## src/rtl/tmr_stat_pkg.sv

```systemverilog
package tmr_stat_pkg;
  localparam int NFLAG   = 6;
  localparam int B_A     = 0;
  localparam int B_B     = 1;
  localparam int B_C     = 2;
  localparam int B_D     = 3;
  localparam int B_OVF   = 4;
  localparam int B_UDF   = 5;
  localparam int B_RSVD  = 6;
  localparam int B_DIR   = 7;
  typedef logic [NFLAG-1:0] flag_vec_t;
endpackage

```

## src/rtl/tmr_cnt.sv

```systemverilog
module tmr_cnt #(
  parameter int CNT_W = 16,
  parameter bit CPWM  = 1'b0
) (
  input  logic             clk_i,
  input  logic             rst_ni,
  input  logic             en_i,
  input  logic             up_i,
  input  logic             load_i,
  input  logic [CNT_W-1:0] load_val_i,
  output logic [CNT_W-1:0] cnt_o,
  output logic             dir_o,
  output logic             ovf_o,
  output logic             udf_o
);
  localparam logic [CNT_W-1:0] MAXV = '1;
  localparam logic [CNT_W-1:0] ONE  = CNT_W'(1);

  logic [CNT_W-1:0] cnt_q;
  logic             dir_q;
  logic             step;

  assign step = en_i && !load_i;

  always_ff @(posedge clk_i or negedge rst_ni) begin
    if (!rst_ni) begin
      cnt_q <= '0;
      dir_q <= 1'b1;
    end else begin
      if (en_i) dir_q <= up_i;
      if (load_i)      cnt_q <= load_val_i;
      else if (en_i)   cnt_q <= up_i ? cnt_q + ONE : cnt_q - ONE;
    end
  end

  assign ovf_o = step && ((up_i && cnt_q == MAXV) || (CPWM && !up_i && cnt_q == ONE));
  assign udf_o = step && !up_i && cnt_q == '0;
  assign cnt_o = cnt_q;
  assign dir_o = dir_q;

  p_wrap_up_r4: assert property (@(posedge clk_i) disable iff (!rst_ni)
    step && up_i && cnt_q == MAXV |=> cnt_q == '0);
  p_load_r10: assert property (@(posedge clk_i) disable iff (!rst_ni)
    load_i |=> cnt_q == $past(load_val_i));
  p_hold_r10: assert property (@(posedge clk_i) disable iff (!rst_ni)
    !en_i && !load_i |=> $stable(cnt_q));
endmodule

```

## src/rtl/tmr_dreg.sv

```systemverilog
module tmr_dreg #(
  parameter int CNT_W = 16
) (
  input  logic             clk_i,
  input  logic             rst_ni,
  input  logic [CNT_W-1:0] cnt_i,
  input  logic             cap_mode_i,
  input  logic             cap_stb_i,
  input  logic             wr_i,
  input  logic [CNT_W-1:0] wr_val_i,
  output logic [CNT_W-1:0] d_o,
  output logic             evt_o
);
  logic [CNT_W-1:0] d_q;

  always_ff @(posedge clk_i or negedge rst_ni) begin
    if (!rst_ni)                       d_q <= '0;
    else if (cap_mode_i && cap_stb_i)  d_q <= cnt_i;
    else if (wr_i)                     d_q <= wr_val_i;
  end

  assign evt_o = cap_mode_i ? cap_stb_i : (cnt_i == d_q);
  assign d_o   = d_q;

  p_capture_r7: assert property (@(posedge clk_i) disable iff (!rst_ni)
    cap_mode_i && cap_stb_i |=> d_q == $past(cnt_i));
endmodule

```

## src/rtl/tmr_flag_bit.sv

```systemverilog
module tmr_flag_bit (
  input  logic clk_i,
  input  logic rst_ni,
  input  logic set_i,
  input  logic rd_i,
  input  logic wr_i,
  input  logic wbit_i,
  output logic flag_o
);
  logic flag_q, arm_q, clr;

  // clear needs a prior read of 1 since the last write
  assign clr = wr_i && !wbit_i && arm_q;

  always_ff @(posedge clk_i or negedge rst_ni) begin
    if (!rst_ni) begin
      flag_q <= 1'b0;
      arm_q  <= 1'b0;
    end else begin
      if (wr_i)                arm_q <= 1'b0;
      else if (rd_i && flag_q) arm_q <= 1'b1;
      if (set_i)               flag_q <= 1'b1;
      else if (clr)            flag_q <= 1'b0;
    end
  end

  assign flag_o = flag_q;

  p_set_wins_r11: assert property (@(posedge clk_i) disable iff (!rst_ni)
    set_i |=> flag_q);
  p_no_blind_clear_r8: assert property (@(posedge clk_i) disable iff (!rst_ni)
    flag_q && !arm_q |=> flag_q);
  p_armed_clear_r8: assert property (@(posedge clk_i) disable iff (!rst_ni)
    wr_i && !wbit_i && arm_q && !set_i |=> !flag_q);
  p_write_one_r8: assert property (@(posedge clk_i) disable iff (!rst_ni)
    wr_i && wbit_i && flag_q |=> flag_q);
endmodule

```

## src/rtl/tmr_stat_reg.sv

```systemverilog
module tmr_stat_reg
  import tmr_stat_pkg::*;
#(
  parameter int CNT_W     = 16,
  parameter bit HAS_DIR   = 1'b1,
  parameter bit HAS_UDF   = 1'b1,
  parameter bit HAS_DFLAG = 1'b1,
  parameter bit CPWM      = 1'b0
) (
  input  logic             clk_i,
  input  logic             rst_ni,
  input  logic             cnt_en_i,
  input  logic             cnt_up_i,
  input  logic             cnt_load_i,
  input  logic [CNT_W-1:0] cnt_load_val_i,
  input  logic             d_cap_mode_i,
  input  logic             d_cap_stb_i,
  input  logic             d_wr_i,
  input  logic [CNT_W-1:0] d_wr_val_i,
  input  logic [2:0]       evt_abc_i,
  input  logic             reg_rd_i,
  input  logic             reg_wr_i,
  input  logic [7:0]       reg_wdata_i,
  output logic [7:0]       reg_rdata_o,
  output logic [CNT_W-1:0] cnt_o,
  output logic [CNT_W-1:0] d_o
);
  localparam flag_vec_t IMPL = {HAS_UDF, 1'b1, HAS_DFLAG, 3'b111};

  logic [CNT_W-1:0] cnt;
  logic             dir, ovf_evt, udf_evt, d_evt;
  flag_vec_t        set_vec, flags;

  tmr_cnt #(.CNT_W(CNT_W), .CPWM(CPWM)) u_cnt (
    .clk_i, .rst_ni,
    .en_i(cnt_en_i), .up_i(cnt_up_i), .load_i(cnt_load_i),
    .load_val_i(cnt_load_val_i), .cnt_o(cnt), .dir_o(dir),
    .ovf_o(ovf_evt), .udf_o(udf_evt)
  );

  tmr_dreg #(.CNT_W(CNT_W)) u_dreg (
    .clk_i, .rst_ni, .cnt_i(cnt),
    .cap_mode_i(d_cap_mode_i), .cap_stb_i(d_cap_stb_i),
    .wr_i(d_wr_i), .wr_val_i(d_wr_val_i), .d_o(d_o), .evt_o(d_evt)
  );

  always_comb begin
    set_vec        = '0;
    set_vec[B_C:B_A] = evt_abc_i;
    set_vec[B_D]   = d_evt;
    set_vec[B_OVF] = ovf_evt;
    set_vec[B_UDF] = udf_evt;
  end

  for (genvar b = 0; b < NFLAG; b++) begin : g_flag
    if (IMPL[b]) begin : g_impl
      tmr_flag_bit u_bit (
        .clk_i, .rst_ni, .set_i(set_vec[b]), .rd_i(reg_rd_i),
        .wr_i(reg_wr_i), .wbit_i(reg_wdata_i[b]), .flag_o(flags[b])
      );
    end else begin : g_rsvd
      assign flags[b] = 1'b0;
    end
  end

  assign reg_rdata_o = {(HAS_DIR ? dir : 1'b1), 1'b1, flags};
  assign cnt_o       = cnt;

  p_dir_r2: assert property (@(posedge clk_i) disable iff (!rst_ni)
    cnt_en_i |=> reg_rdata_o[B_DIR] == (HAS_DIR ? $past(cnt_up_i) : 1'b1));
  p_rsvd_hi_r3: assert property (@(posedge clk_i) disable iff (!rst_ni)
    reg_wr_i |=> reg_rdata_o[B_RSVD]);
  p_ovf_set_r4: assert property (@(posedge clk_i) disable iff (!rst_ni)
    cnt_en_i && !cnt_load_i && cnt_up_i && cnt == '1 |=> reg_rdata_o[B_OVF]);
endmodule

```

## config.mk

```make
export PLATFORM = sky130hd
export DESIGN_NAME = tmr_stat_reg
export DESIGN_NICKNAME = d
export VERILOG_FILES = /design/src/rtl/tmr_stat_pkg.sv /design/src/rtl/tmr_cnt.sv /design/src/rtl/tmr_dreg.sv /design/src/rtl/tmr_flag_bit.sv /design/src/rtl/tmr_stat_reg.sv
export SDC_FILE = /design/constraint.sdc
export NUM_CORES = 1
export LEC_CHECK = 0
export ABC_AREA = 1
export BUFFER_PORTS_ARGS = -buffer_cell sky130_fd_sc_hd__buf_2
export CORE_MARGIN = 4
export CORE_UTILIZATION = 41
export DETAILED_ROUTE_END_ITERATION = 8
export PLACE_DENSITY_LB_ADDON = 0.25
export REMOVE_ABC_BUFFERS = 1
export SYNTH_ARGS = -nofsm -noshare
export SYNTH_HDL_FRONTEND = slang
export SYNTH_SLANG_ARGS = --single-unit
```

## constraint.sdc

```tcl
create_clock -name clk_i -period 3.25 [get_ports clk_i]
set_input_delay 0.1625 -clock clk_i [delete_from_list [all_inputs] [get_ports clk_i]]
set_output_delay 0.1625 -clock clk_i [all_outputs]
set_load 0.01 [all_outputs]
```

==> flow_summary.yaml <==
final_layout:
  diodes: 0
  final_area_um2: 3770
  nNetsFinal: 583
  drive_above_1_share_pct: 21.7
  multiInputGateArea_um2: 1670
  ff_latch_area_um2: 1130
  fillers: 764
  area_growth_pct: 17.6
global_route:
  gr-usage-all-layers_pct: 20.7
  grt_pass1_vias: 3089
  grt_pass1_wl_mm: 15.0
  busiest_layer: "met2"
  use_met3_pct: 3.49
  grt_max_degree: 46
  use_met2_pct: 32.3
  antenna_found_initial: 0
  grt_use_met1_pct: 30.4
  grt_overflow: 0
run:
  max-cap-violations: 0
worst_setup_path:
  critPathLaunchType: "register"
  path_class: "register to register"
  critPathMaxFanout: 5
  required_ps: 3450
  arrival_ps: 2090
  end_kind: "register"
place:
  io_buffers: 89
  routabilityCongestion: 0.863
  dp_slack_ps: 1130
  hpwlAfterDp_mm: 6.89
  place_area_um2: 3660
clocking:
  post_cts_resize_count: 0
  cts_tree: "done"
  cts_num_sinks: 45
  cts_buffers: 5
  cts_root_buffer: "clkbuf_8"
  insertion_delay_ps: 300
  cts_setup_buffers: 0
  clk_pin_slew_ps: 90
  htree_levels: 2
  ctsHoldBuffers: 0
  clk_path_buf_depth: 2
die:
  die_area_um2: 9290
  num_io_pins: 93
  die-height_um: 96.4
  initial_core_util_pct: 43.3
  die_w_um: 96.4
  core_um2: 7410
  rows: 31
timing:
  period_minus_slack_ps: 1890
  fin_ws_ps: 1360
  skew_ps: 3.89
  setup_violations: 0
  fmax_ghz: 0.529
  tns_ps: 0
  slew_viol_final: 0
  rsz0062_at_grt: "false"
  whs_ps: 26.4
  worst_pin_slew_ps: 1060
  slew_headroom_pct: 29.5
  hold_violations: 0
  period_share_pct: 58.2
power:
  p_sw_share_pct: 38.7
  p_leak_nw: 2.03
  p_seq_share_pct: 39.4
  total_power_mw: 1.81
  vdd_drop_max_mv: 0.244
  p_switching_mw: 0.701
  p_per_area_nw_per_um2: 481
  p_clk_share_pct: 24.3
  p_comb_share_pct: 36.3
  power.internal_mw: 1.11
yosys:
  yosysTopAreaCell: "dfrtp_1"
  synthCells: 437
  synth_common_cells: "110 x nand2_1, 75 x inv_1, 44 x dfrtp_1"
  yosys_warnings: 0
  yosysMostFrequentCell: "nand2_1"
  synth_edf_count: 0
  synth-seq-cells: 45
  synthDistinctLibCells: 34
  synthMuxAreaShare_pct: 0
  synth_compound_area_share_pct: 15.9
  yosysSeqAreaShare_pct: 35.2
  synth_area_leaders: "dfrtp_1 34%, nand2_1 13%, inv_1 8.8%, nand3_1 6.2%, ha_1 5.5%"
  synth_top_family_by_area: "simple AND/OR/NAND/NOR gates"
  synthArstFlopShare_pct: 100
  yosysTopAreaCellShare_pct: 34.4
  synthAdderAreaFrac_pct: 6.09
  synth-xor-area-share_pct: 2.46
  ys_dominant_reg_cell: "dfrtp_1"
  synth_area_um2: 3200
  synth.avg_cell_area_um2: 7.33
  synth-simple-area-share_pct: 27.7
detailed_routing:
  drc: 0
  wire_per_inst_um: 14.8
  first_pass_iters: 5
  ant_nets: 0
  vias_per_cell: 5.19
  drtIter0Drc: 166
  wl_mm: 9.08
  vias: 3194
min_path:
  hold_path_class: "input port to register"
outcome:
  status: "complete, no violations"
==> sequential cells by signal (all words and copies together) (netlist names) <==
name / flops
u_cnt.cnt_o: 16
u_dreg.d_o: 16
g_flag.g_impl.u_bit.arm_q: 6
g_flag.g_impl.u_bit.flag_o: 6
u_cnt.dir_o: 1
==> cell families (layout without fill, tap and decap cells) <==
group	count (synthesis)	in the layout
AND/OR/NAND/NOR	206	206
AO/OA/AOI/OAI	67	67
other	1	1
adder cells (fa/ha/maj)	15	15
flip-flops	45	45
buffers and inverters	94	173
XOR/XNOR	9	9
==> area by class of cell <==
cell class | count | share of cell area [%]
clock buffer | 6 | 1.93
sequential | 45 | 29.9
tap | 99 | 3.29
inverter | 76 | 7.57
timing repair buffer | 89 | 11.8
multi-input combinational | 298 | 44.4
clock inverter | 2 | 1.03
==> power by group through the flow <==
| stage | clock network (mW) | registers [mW] | logic (mW) |
|---|---|---|---|
| 2_1_floorplan | 0 | 0.727 | 0.415 |
| 3_3_place_gp | 0 | 0.721 | 0.640 |
| 3_5_place_dp | 0 | 0.724 | 0.653 |
| 4_1_cts | 0.452 | 0.713 | 0.658 |
| 5_1_grt | 0.471 | 0.723 | 0.750 |
| 6_report | 0.440 | 0.713 | 0.657 |
==> critical path, cell delays in order (launching register included) <==
cell and delay (ps):
dfrtp_1 450, inv_1 140, fa_1 410, inv_1 120, nand3_1 90, nand3_1 160
nand3_1 150, nand3_1 100, nand2_1 50, nand3_1 60, nand2_1 50
==> placed cells by master, fill, tap and decap left out, drive strengths merged <==
| master | count |
|---|---|
| bufinv | 1 |
| and2 | 1 |
| clkinv | 1 |
| nand2 | 112 |
| inv | 76 |
| nor3 | 5 |
| nand4 | 9 |
| xnor2 | 6 |
| fa | 1 |
| xor2 | 3 |
| o31ai | 2 |
| buf | 89 |
| a22oi | 11 |
| a21oi | 21 |
| clkbuf | 6 |
| dfrtp | 44 |
| nand3b | 2 |
| ha | 14 |
| o21ai | 8 |
| o22ai | 5 |
| conb | 1 |
| a21o | 3 |
| nand3 | 41 |
| or2 | 2 |
| nor2 | 31 |
| nor4 | 3 |
| dfstp | 1 |
| o221ai | 17 |
==> routing by layer <==
metal	share of wire (%)	routed length (µm)
met4	0.85	77
met1	47	4260
met5	0	0
met2	44	3980
met3	8.4	760
==> metrics by stage <==
step	utilization, %	std cells
floorplan	-	419
global placement	49.3	607
detailed placement	49.3	607
CTS	50.9	615
global route	50.9	615
finish	50.9	615
==> final timing paths <==
check	from	endpoint	slack, ps	cells past startpoint
min	evt_abc_i[0]	g_flag[0].g_impl.u_bit.flag_o	30	2
max	u_cnt.cnt_o[0]	u_cnt.cnt_o[12]	1360	10
min reg2reg	u_cnt.dir_o	u_cnt.dir_o	490	2
max in group asynchronous	rst_ni	u_cnt.cnt_o[10]	2560	1
max reg2reg	u_cnt.cnt_o[0]	u_cnt.cnt_o[12]	1360	10
min in group asynchronous	rst_ni	u_dreg.d_o[3]	50	1
Power figures use the tool's default switching activity.
